**config.mk**
```make
export PLATFORM = sky130hd
export DESIGN_NAME = smt_issue_sel
export DESIGN_NICKNAME = d
export VERILOG_FILES = /design/src/rtl/smt_issue_pkg.sv /design/src/rtl/smt_first_sel.sv /design/src/rtl/smt_thread_pick.sv /design/src/rtl/smt_slot_pack.sv /design/src/rtl/smt_issue_sel.sv
export SDC_FILE = /design/constraint.sdc
export NUM_CORES = 1
export LEC_CHECK = 0
export CAP_MARGIN = 20
export CORE_MARGIN = 3
export CORE_UTILIZATION = 40
export CTS_CLUSTER_SIZE = 30
export DETAILED_ROUTE_END_ITERATION = 8
export DONT_BUFFER_PORTS = 1
export SYNTH_ARGS = -nofsm -noshare
export SYNTH_HDL_FRONTEND = slang
export SYNTH_HIERARCHICAL = 1
export SYNTH_SLANG_ARGS = --single-unit
```
**constraint.sdc**
```tcl
create_clock -name clk_i -period 17.2 [get_ports clk_i]
set_input_delay 2.58 -clock clk_i [delete_from_list [all_inputs] [get_ports clk_i]]
set_output_delay 2.58 -clock clk_i [all_outputs]
set_load 0.05 [all_outputs]
```
**src/rtl/smt_issue_pkg.sv**
```systemverilog
package smt_issue_pkg;
  localparam int NTHR = 2;

  typedef enum logic {
    POL_THRU  = 1'b0,
    POL_EQUAL = 1'b1
  } policy_e;
endpackage

```
**src/rtl/smt_first_sel.sv**
```systemverilog
// Decides which thread is served first in the current cycle.
module smt_first_sel #(
  parameter int WIN = 4
) (
  input  logic                          policy_eq,
  input  logic                          prio,
  input  logic [smt_issue_pkg::NTHR-1:0][WIN-1:0] elig,
  output logic                          first
);
  localparam int CW = $clog2(WIN + 1);

  logic [CW-1:0] n0, n1;

  always_comb begin
    n0 = CW'($countones(elig[0]));
    n1 = CW'($countones(elig[1]));
    if (policy_eq)     first = prio;
    else if (n0 > n1)  first = 1'b0;
    else if (n1 > n0)  first = 1'b1;
    else               first = prio;
  end
endmodule

```
**src/rtl/smt_thread_pick.sv**
```systemverilog
// Oldest-first granting for one thread against the remaining slot,
// arithmetic-unit and load/store budgets.
module smt_thread_pick #(
  parameter int WIN     = 4,
  parameter int ISSUE_W = 4,
  parameter int N_ALU   = 4,
  localparam int SCW    = $clog2(ISSUE_W + 1),
  localparam int ACW    = $clog2(N_ALU + 1)
) (
  input  logic [WIN-1:0] rdy,
  input  logic [WIN-1:0] mem,
  input  logic [SCW-1:0] slots_in,
  input  logic [ACW-1:0] alus_in,
  input  logic           lsu_free_in,
  output logic [WIN-1:0] grant,
  output logic [SCW-1:0] slots_out,
  output logic [ACW-1:0] alus_out,
  output logic           lsu_free_out
);
  always_comb begin
    logic [SCW-1:0] s;
    logic [ACW-1:0] a;
    logic           l;
    s     = slots_in;
    a     = alus_in;
    l     = lsu_free_in;
    grant = '0;
    for (int i = 0; i < WIN; i++) begin
      if (rdy[i] && (s < SCW'(ISSUE_W))) begin
        if (mem[i]) begin
          if (l) begin
            grant[i] = 1'b1;
            l        = 1'b0;
            s        = s + 1'b1;
          end
        end else if (a < ACW'(N_ALU)) begin
          grant[i] = 1'b1;
          a        = a + 1'b1;
          s        = s + 1'b1;
        end
      end
    end
    slots_out    = s;
    alus_out     = a;
    lsu_free_out = l;
  end
endmodule

```
**src/rtl/smt_slot_pack.sv**
```systemverilog
// Packs the two stage grant masks into the issue slot list.
module smt_slot_pack #(
  parameter int WIN     = 4,
  parameter int ISSUE_W = 4,
  parameter int N_ALU   = 4,
  localparam int IDX_W  = (WIN > 1) ? $clog2(WIN) : 1,
  localparam int UNIT_W = $clog2(N_ALU + 1)
) (
  input  logic [smt_issue_pkg::NTHR-1:0][WIN-1:0] st_grant,
  input  logic [smt_issue_pkg::NTHR-1:0][WIN-1:0] st_mem,
  input  logic                                    first,
  output logic [ISSUE_W-1:0]                      slot_vld,
  output logic [ISSUE_W-1:0]                      slot_thr,
  output logic [ISSUE_W-1:0][IDX_W-1:0]           slot_idx,
  output logic [ISSUE_W-1:0][UNIT_W-1:0]          slot_unit
);
  always_comb begin
    int n;
    int a;
    n         = 0;
    a         = 0;
    slot_vld  = '0;
    slot_thr  = '0;
    slot_idx  = '0;
    slot_unit = '0;
    for (int st = 0; st < smt_issue_pkg::NTHR; st++) begin
      for (int i = 0; i < WIN; i++) begin
        if (st_grant[st][i] && (n < ISSUE_W)) begin
          slot_vld[n] = 1'b1;
          slot_thr[n] = (st == 0) ? first : ~first;
          slot_idx[n] = IDX_W'(i);
          if (st_mem[st][i]) begin
            slot_unit[n] = UNIT_W'(N_ALU);
          end else begin
            slot_unit[n] = UNIT_W'(a);
            a = a + 1;
          end
          n = n + 1;
        end
      end
    end
  end
endmodule

```
**src/rtl/smt_issue_sel.sv**
```systemverilog
module smt_issue_sel #(
  parameter int WIN     = 4,
  parameter int ISSUE_W = 4,
  parameter int N_ALU   = 4,
  parameter int CNT_W   = 32,
  localparam int IDX_W  = (WIN > 1) ? $clog2(WIN) : 1,
  localparam int UNIT_W = $clog2(N_ALU + 1)
) (
  input  logic                                    clk_i,
  input  logic                                    rst_ni,
  input  logic                                    policy_i,
  input  logic [smt_issue_pkg::NTHR-1:0]          stall_i,
  input  logic [smt_issue_pkg::NTHR-1:0][WIN-1:0] rdy_i,
  input  logic [smt_issue_pkg::NTHR-1:0][WIN-1:0] mem_i,
  output logic [smt_issue_pkg::NTHR-1:0][WIN-1:0] grant_o,
  output logic [ISSUE_W-1:0]                      slot_vld_o,
  output logic [ISSUE_W-1:0]                      slot_thr_o,
  output logic [ISSUE_W-1:0][IDX_W-1:0]           slot_idx_o,
  output logic [ISSUE_W-1:0][UNIT_W-1:0]          slot_unit_o,
  output logic [smt_issue_pkg::NTHR-1:0][CNT_W-1:0] issued_cnt_o
);
  import smt_issue_pkg::*;

  localparam int SCW = $clog2(ISSUE_W + 1);
  localparam int ACW = $clog2(N_ALU + 1);

  logic [NTHR-1:0][WIN-1:0] elig;
  logic [NTHR-1:0]          any_elig;
  logic                     both_elig;
  logic                     first;
  logic                     prio_q, prio_d, prio_en;

  logic [NTHR-1:0]          st_thr;
  logic [NTHR-1:0][WIN-1:0] st_rdy, st_mem, st_grant;
  logic [NTHR:0][SCW-1:0]   slots_c;
  logic [NTHR:0][ACW-1:0]   alus_c;
  logic [NTHR:0]            lsu_c;

  // eligibility: ready and not stalled
  always_comb begin
    for (int t = 0; t < NTHR; t++) begin
      elig[t]     = rdy_i[t] & {WIN{~stall_i[t]}};
      any_elig[t] = |elig[t];
    end
    both_elig = &any_elig;
  end

  smt_first_sel #(.WIN(WIN)) u_first (
    .policy_eq (policy_i == POL_EQUAL),
    .prio      (prio_q),
    .elig      (elig),
    .first     (first)
  );

  assign st_thr     = {~first, first};
  assign slots_c[0] = '0;
  assign alus_c[0]  = '0;
  assign lsu_c[0]   = 1'b1;

  for (genvar s = 0; s < NTHR; s++) begin : g_stage
    assign st_rdy[s] = elig[st_thr[s]];
    assign st_mem[s] = mem_i[st_thr[s]];

    smt_thread_pick #(
      .WIN(WIN), .ISSUE_W(ISSUE_W), .N_ALU(N_ALU)
    ) u_pick (
      .rdy          (st_rdy[s]),
      .mem          (st_mem[s]),
      .slots_in     (slots_c[s]),
      .alus_in      (alus_c[s]),
      .lsu_free_in  (lsu_c[s]),
      .grant        (st_grant[s]),
      .slots_out    (slots_c[s+1]),
      .alus_out     (alus_c[s+1]),
      .lsu_free_out (lsu_c[s+1])
    );
  end

  // stage grants back to thread order
  always_comb begin
    for (int t = 0; t < NTHR; t++) begin
      grant_o[t] = (st_thr[0] == t[0]) ? st_grant[0] : st_grant[1];
    end
  end

  smt_slot_pack #(
    .WIN(WIN), .ISSUE_W(ISSUE_W), .N_ALU(N_ALU)
  ) u_pack (
    .st_grant  (st_grant),
    .st_mem    (st_mem),
    .first     (first),
    .slot_vld  (slot_vld_o),
    .slot_thr  (slot_thr_o),
    .slot_idx  (slot_idx_o),
    .slot_unit (slot_unit_o)
  );

  // priority pointer
  assign prio_en = both_elig;
  assign prio_d  = ~prio_q;

  always_ff @(posedge clk_i or negedge rst_ni) begin
    if (!rst_ni)      prio_q <= 1'b0;
    else if (prio_en) prio_q <= prio_d;
  end

  // issued counters
  for (genvar t = 0; t < NTHR; t++) begin : g_cnt
    logic [CNT_W-1:0] cnt_q, cnt_d;
    logic             cnt_en;

    assign cnt_en = |grant_o[t];
    assign cnt_d  = cnt_q + CNT_W'($countones(grant_o[t]));

    always_ff @(posedge clk_i or negedge rst_ni) begin
      if (!rst_ni)     cnt_q <= '0;
      else if (cnt_en) cnt_q <= cnt_d;
    end

    assign issued_cnt_o[t] = cnt_q;
  end
endmodule

```
# After elaboration in Yosys (flattened, before gate mapping)
# Index checks and enable logic that the tools add are counted.
# classes
n_shift	0
n_bitwise	47
n_div	0
n_mul	0
addsub	38
n_mux	217
n_eq_ne	0
magnitude_cmp	39
reduce_logical	26
# ops
op	count
$lt 32x4->1 const B	12
$ge 32x1->1 const B	6
$mux 3	64
$mux 32	6
$mux 12	14
$add 32x2->32 const B	5
$mux 4	24
$bwmux 12	7
$add 32x3->32	2
$not 8->8	8
$mux 1	60
$and 8x8->8	7
$or 4x4->4	14
$mux 8	6
$demux 3 s2	7
$lt 3x3->1 const B	13
$add 3x1->3 const B	11
$bwmux 4	7
$demux 2 s2	7
$logic_and 1x1->1	21
$and 4x4->4	5
$add 1x1->2	8
$or 8x8->8	2
$reduce_or 4->1	4
other kinds (17)	47
# word_totals
romBits	0
out_inout_bits	100
wordCells	370
mem_count	0
latchBits	0
ramBits	0
reg_bits	65

# Longest topological paths before layout
# logic_depth
ltp_word	46
depth_mapped	41
mapped_depth_nobuf	40

# Modules after synthesis
# The synthesis kept the hierarchy.
# modules_own_cells
mod	cells_per_inst	area_each_um2	seq_area_each_um2	instances
smt_issue_sel	332	3545.9	1626.6	1
smt_slot_pack	340	2478.6	0.0	1
smt_thread_pick	80	659.4	0.0	2
smt_first_sel	16	168.9	0.0	1

# Worst setup path before layout
# OpenSTA, ideal clock, no wires.
# synth_timing
kind	input to output
from	in rdy_i[1] (netlist name)
to	out slot_thr_o[2]
path_stages	37
t_arrival_ps	11578
path_slack_ps	3042
cell_sequence	nor2b_1 > fa_1 > ha_1 > ha_1 > inv_1 > ha_1 > a31oi_1 > a2bb2oi_1 > buf_2 > mux2_2 > nand2b_1 > nor3_1 > xnor2_1 > xnor2_1 > ha_1 > inv_1 > a2111o_1 > o31ai_1 > ha_1 > a221o_1 > nand2b_1 > nor3_1 > clkbuf_1 > nand2_1 > o21ai_0 > nor2_1 > xnor2_1 > ha_1 > nor2_1 > a21oi_1 > ha_1 > o21ai_0 > a21oi_1 > or4b_1 > mux2_4 > nand4_2 > mux2i_1
# synth_lines
item	line	rtl
start, declared	smt_issue_sel.sv:13	input logic [smt_issue_pkg::NTHR-1:0][WIN-1:0] rdy_i,
end, declared	smt_issue_sel.sv:17	output logic [ISSUE_W-1:0] slot_thr_o,

==> results.md <==
* Vias in the first global route at 6093
* Slowest-stage cell, CP: mux2i_1
* Static leakage at 3.65 nW
* Final hold viol count at 0
* Placed Area at 7710 um2
* Total grt overflow at 0
* Fin cells at 1081
* Number of remaining DRC errors at 0
* Die area at 20000 um2
* Synth Warn # at 6
* Layout Nets at 936
* Unrepaired setup endpoints after global routing: no
* Starting density of the core at 0.416
* Worst-path maximum fanout at 28
* Worst Hold Class: register to register
* Core Util, Final at 0.452
* Total negative setup slack at 0 ps
* Die width at 141 um
* Place WS at 2110 ps
* PnR worst setup slack at 2170 ps
* CP max stage delay at 860 ps
* Initial antenna violation count at 0
* CTS tree: yes
* H-tree depth at 3
* First-pass GRT wire length at 32.2 mm
* Most common cell after layout, fill and taps aside: nand2_1
* Clock transition at the registers of the reported paths at 50 ps
* Cell mode on critical path: ha_1
* Final setup fails at 0
* 1st-pass router iterations at 4
* Rel. slew slack at 0.237
* Worst vdd ir at 0.0671 mV
* Root Buffer Master: clkbuf_16
* GRT Total Usage at 0.197
* Largest net degree at the start of global routing at 66
* Clock buffers created by TritonCTS at 9
* CORE AREA at 17600 um2
* CP startpoint kind: input pin
* Pwr dens at 89.4 nW/um2
* GP Congestion at 0.888
* DR iter-0 viols at 385
* Max Clock Freq at 66.5 MHz
* PortBufs at 0
* Routed vias/inst at 5.75
* Max-Cap Viols at 0
* Worst skew pair latency at 320 ps
* # hold bufs at CTS at 0
* Data required, critical path at 14620 ps
* Commonest non-fill, non-tap cells in the layout: nand2_1 (81), dfrtp_1 (65), ha_1 (55)
* Power, Total at 712 uW
* Cells after Synth at 826
* I/O pin count at 121
* Row Count at 48
* Vias post-DR at 6214
* Critical path arrival at 12450 ps
* Cell area after synthesis at 7330 um2
* Avg WL per Cell at 18.0 um
* Post-synthesis average cell area at 8.87 um2
* Die Height at 141 um
* Area growth, synth to finish at 8.66%
* Status: finished clean
* CP Capture Type: output port
* Final design instance area without fill at 7960 um2
* Clock Skews at 5.44 ps
* Final min period at 15030 ps
* Final Max Slew Viols at 0
* Worst hold slack at 537 ps
* Post-Place Cells at 1066
* Inserted Diodes at 0
* Drt total wl at 19.4 mm
* Max clock buf depth at 2
* Layout cell share with drive strength beyond 1 at 0.127
* Post-CTS Setup Repair Bufs at 0
* ANT nets after route at 0
* Worst Tran Pin Value at 1110 ps
* Clk sinks at 65
* Post-CTS Resized at 0
* Post-DP HPWL at 15.3 mm
* Crit Path Class: input pin to output port
* Tcrit/Tclk final at 0.874
[report_power, final]
part           switching [mW]  internal [mW]  total [mW]
Clock                  0.0609         0.0964       0.157
Sequential             0.0428          0.162       0.205
Combinational           0.229          0.121       0.350
Total                   0.333          0.379       0.712
[final timing paths]
check | from | end | slack (ps) | depth (start not counted)
worst max-delay path | rdy_i[0] | slot_unit_o[10] | 2170 | 32
worst min-delay path | prio_q | prio_q | 540 | 1
worst max register to register | prio_q | g_cnt[0].cnt_q[16] | 8140 | 30
worst min register to register | prio_q | prio_q | 540 | 1
max in group asynchronous | rst_ni | g_cnt[0].cnt_q[0] | 15150 | 0
min in group asynchronous | rst_ni | g_cnt[0].cnt_q[27] | 1950 | 0
[critical path: cells and delay by family]
kind	cells	cell delay [ps]
simple gates	9	3330
compound gates	9	2190
fa+ha+maj	7	2050
mux	3	1510
xor+xnor	2	490
buf+inv	2	290
[registers in the layout (all words and copies together), names as in the netlist]
register,count
g_cnt.cnt_q,64
prio_q,1
[cell type report]
class | instances | area, um2
multi-input cells | 716 | 5540
clock buffers | 12 | 236
well taps | 225 | 282
repair buffers | 7 | 52.6
flip-flops and latches | 65 | 1630
fillers | 1734 | 9640
inverters | 53 | 209
clock inverters | 3 | 18.8
[layer usage]
metal	up-vias	global-route usage	wire length [um]
met3	30	0.0563	1670
met5	-	0	0
met2	216	0.311	8700
li1	3029	-	-
met4	0	0.0566	425
met1	2939	0.263	8640
Note: power is estimated with default switching activity, not from simulation.
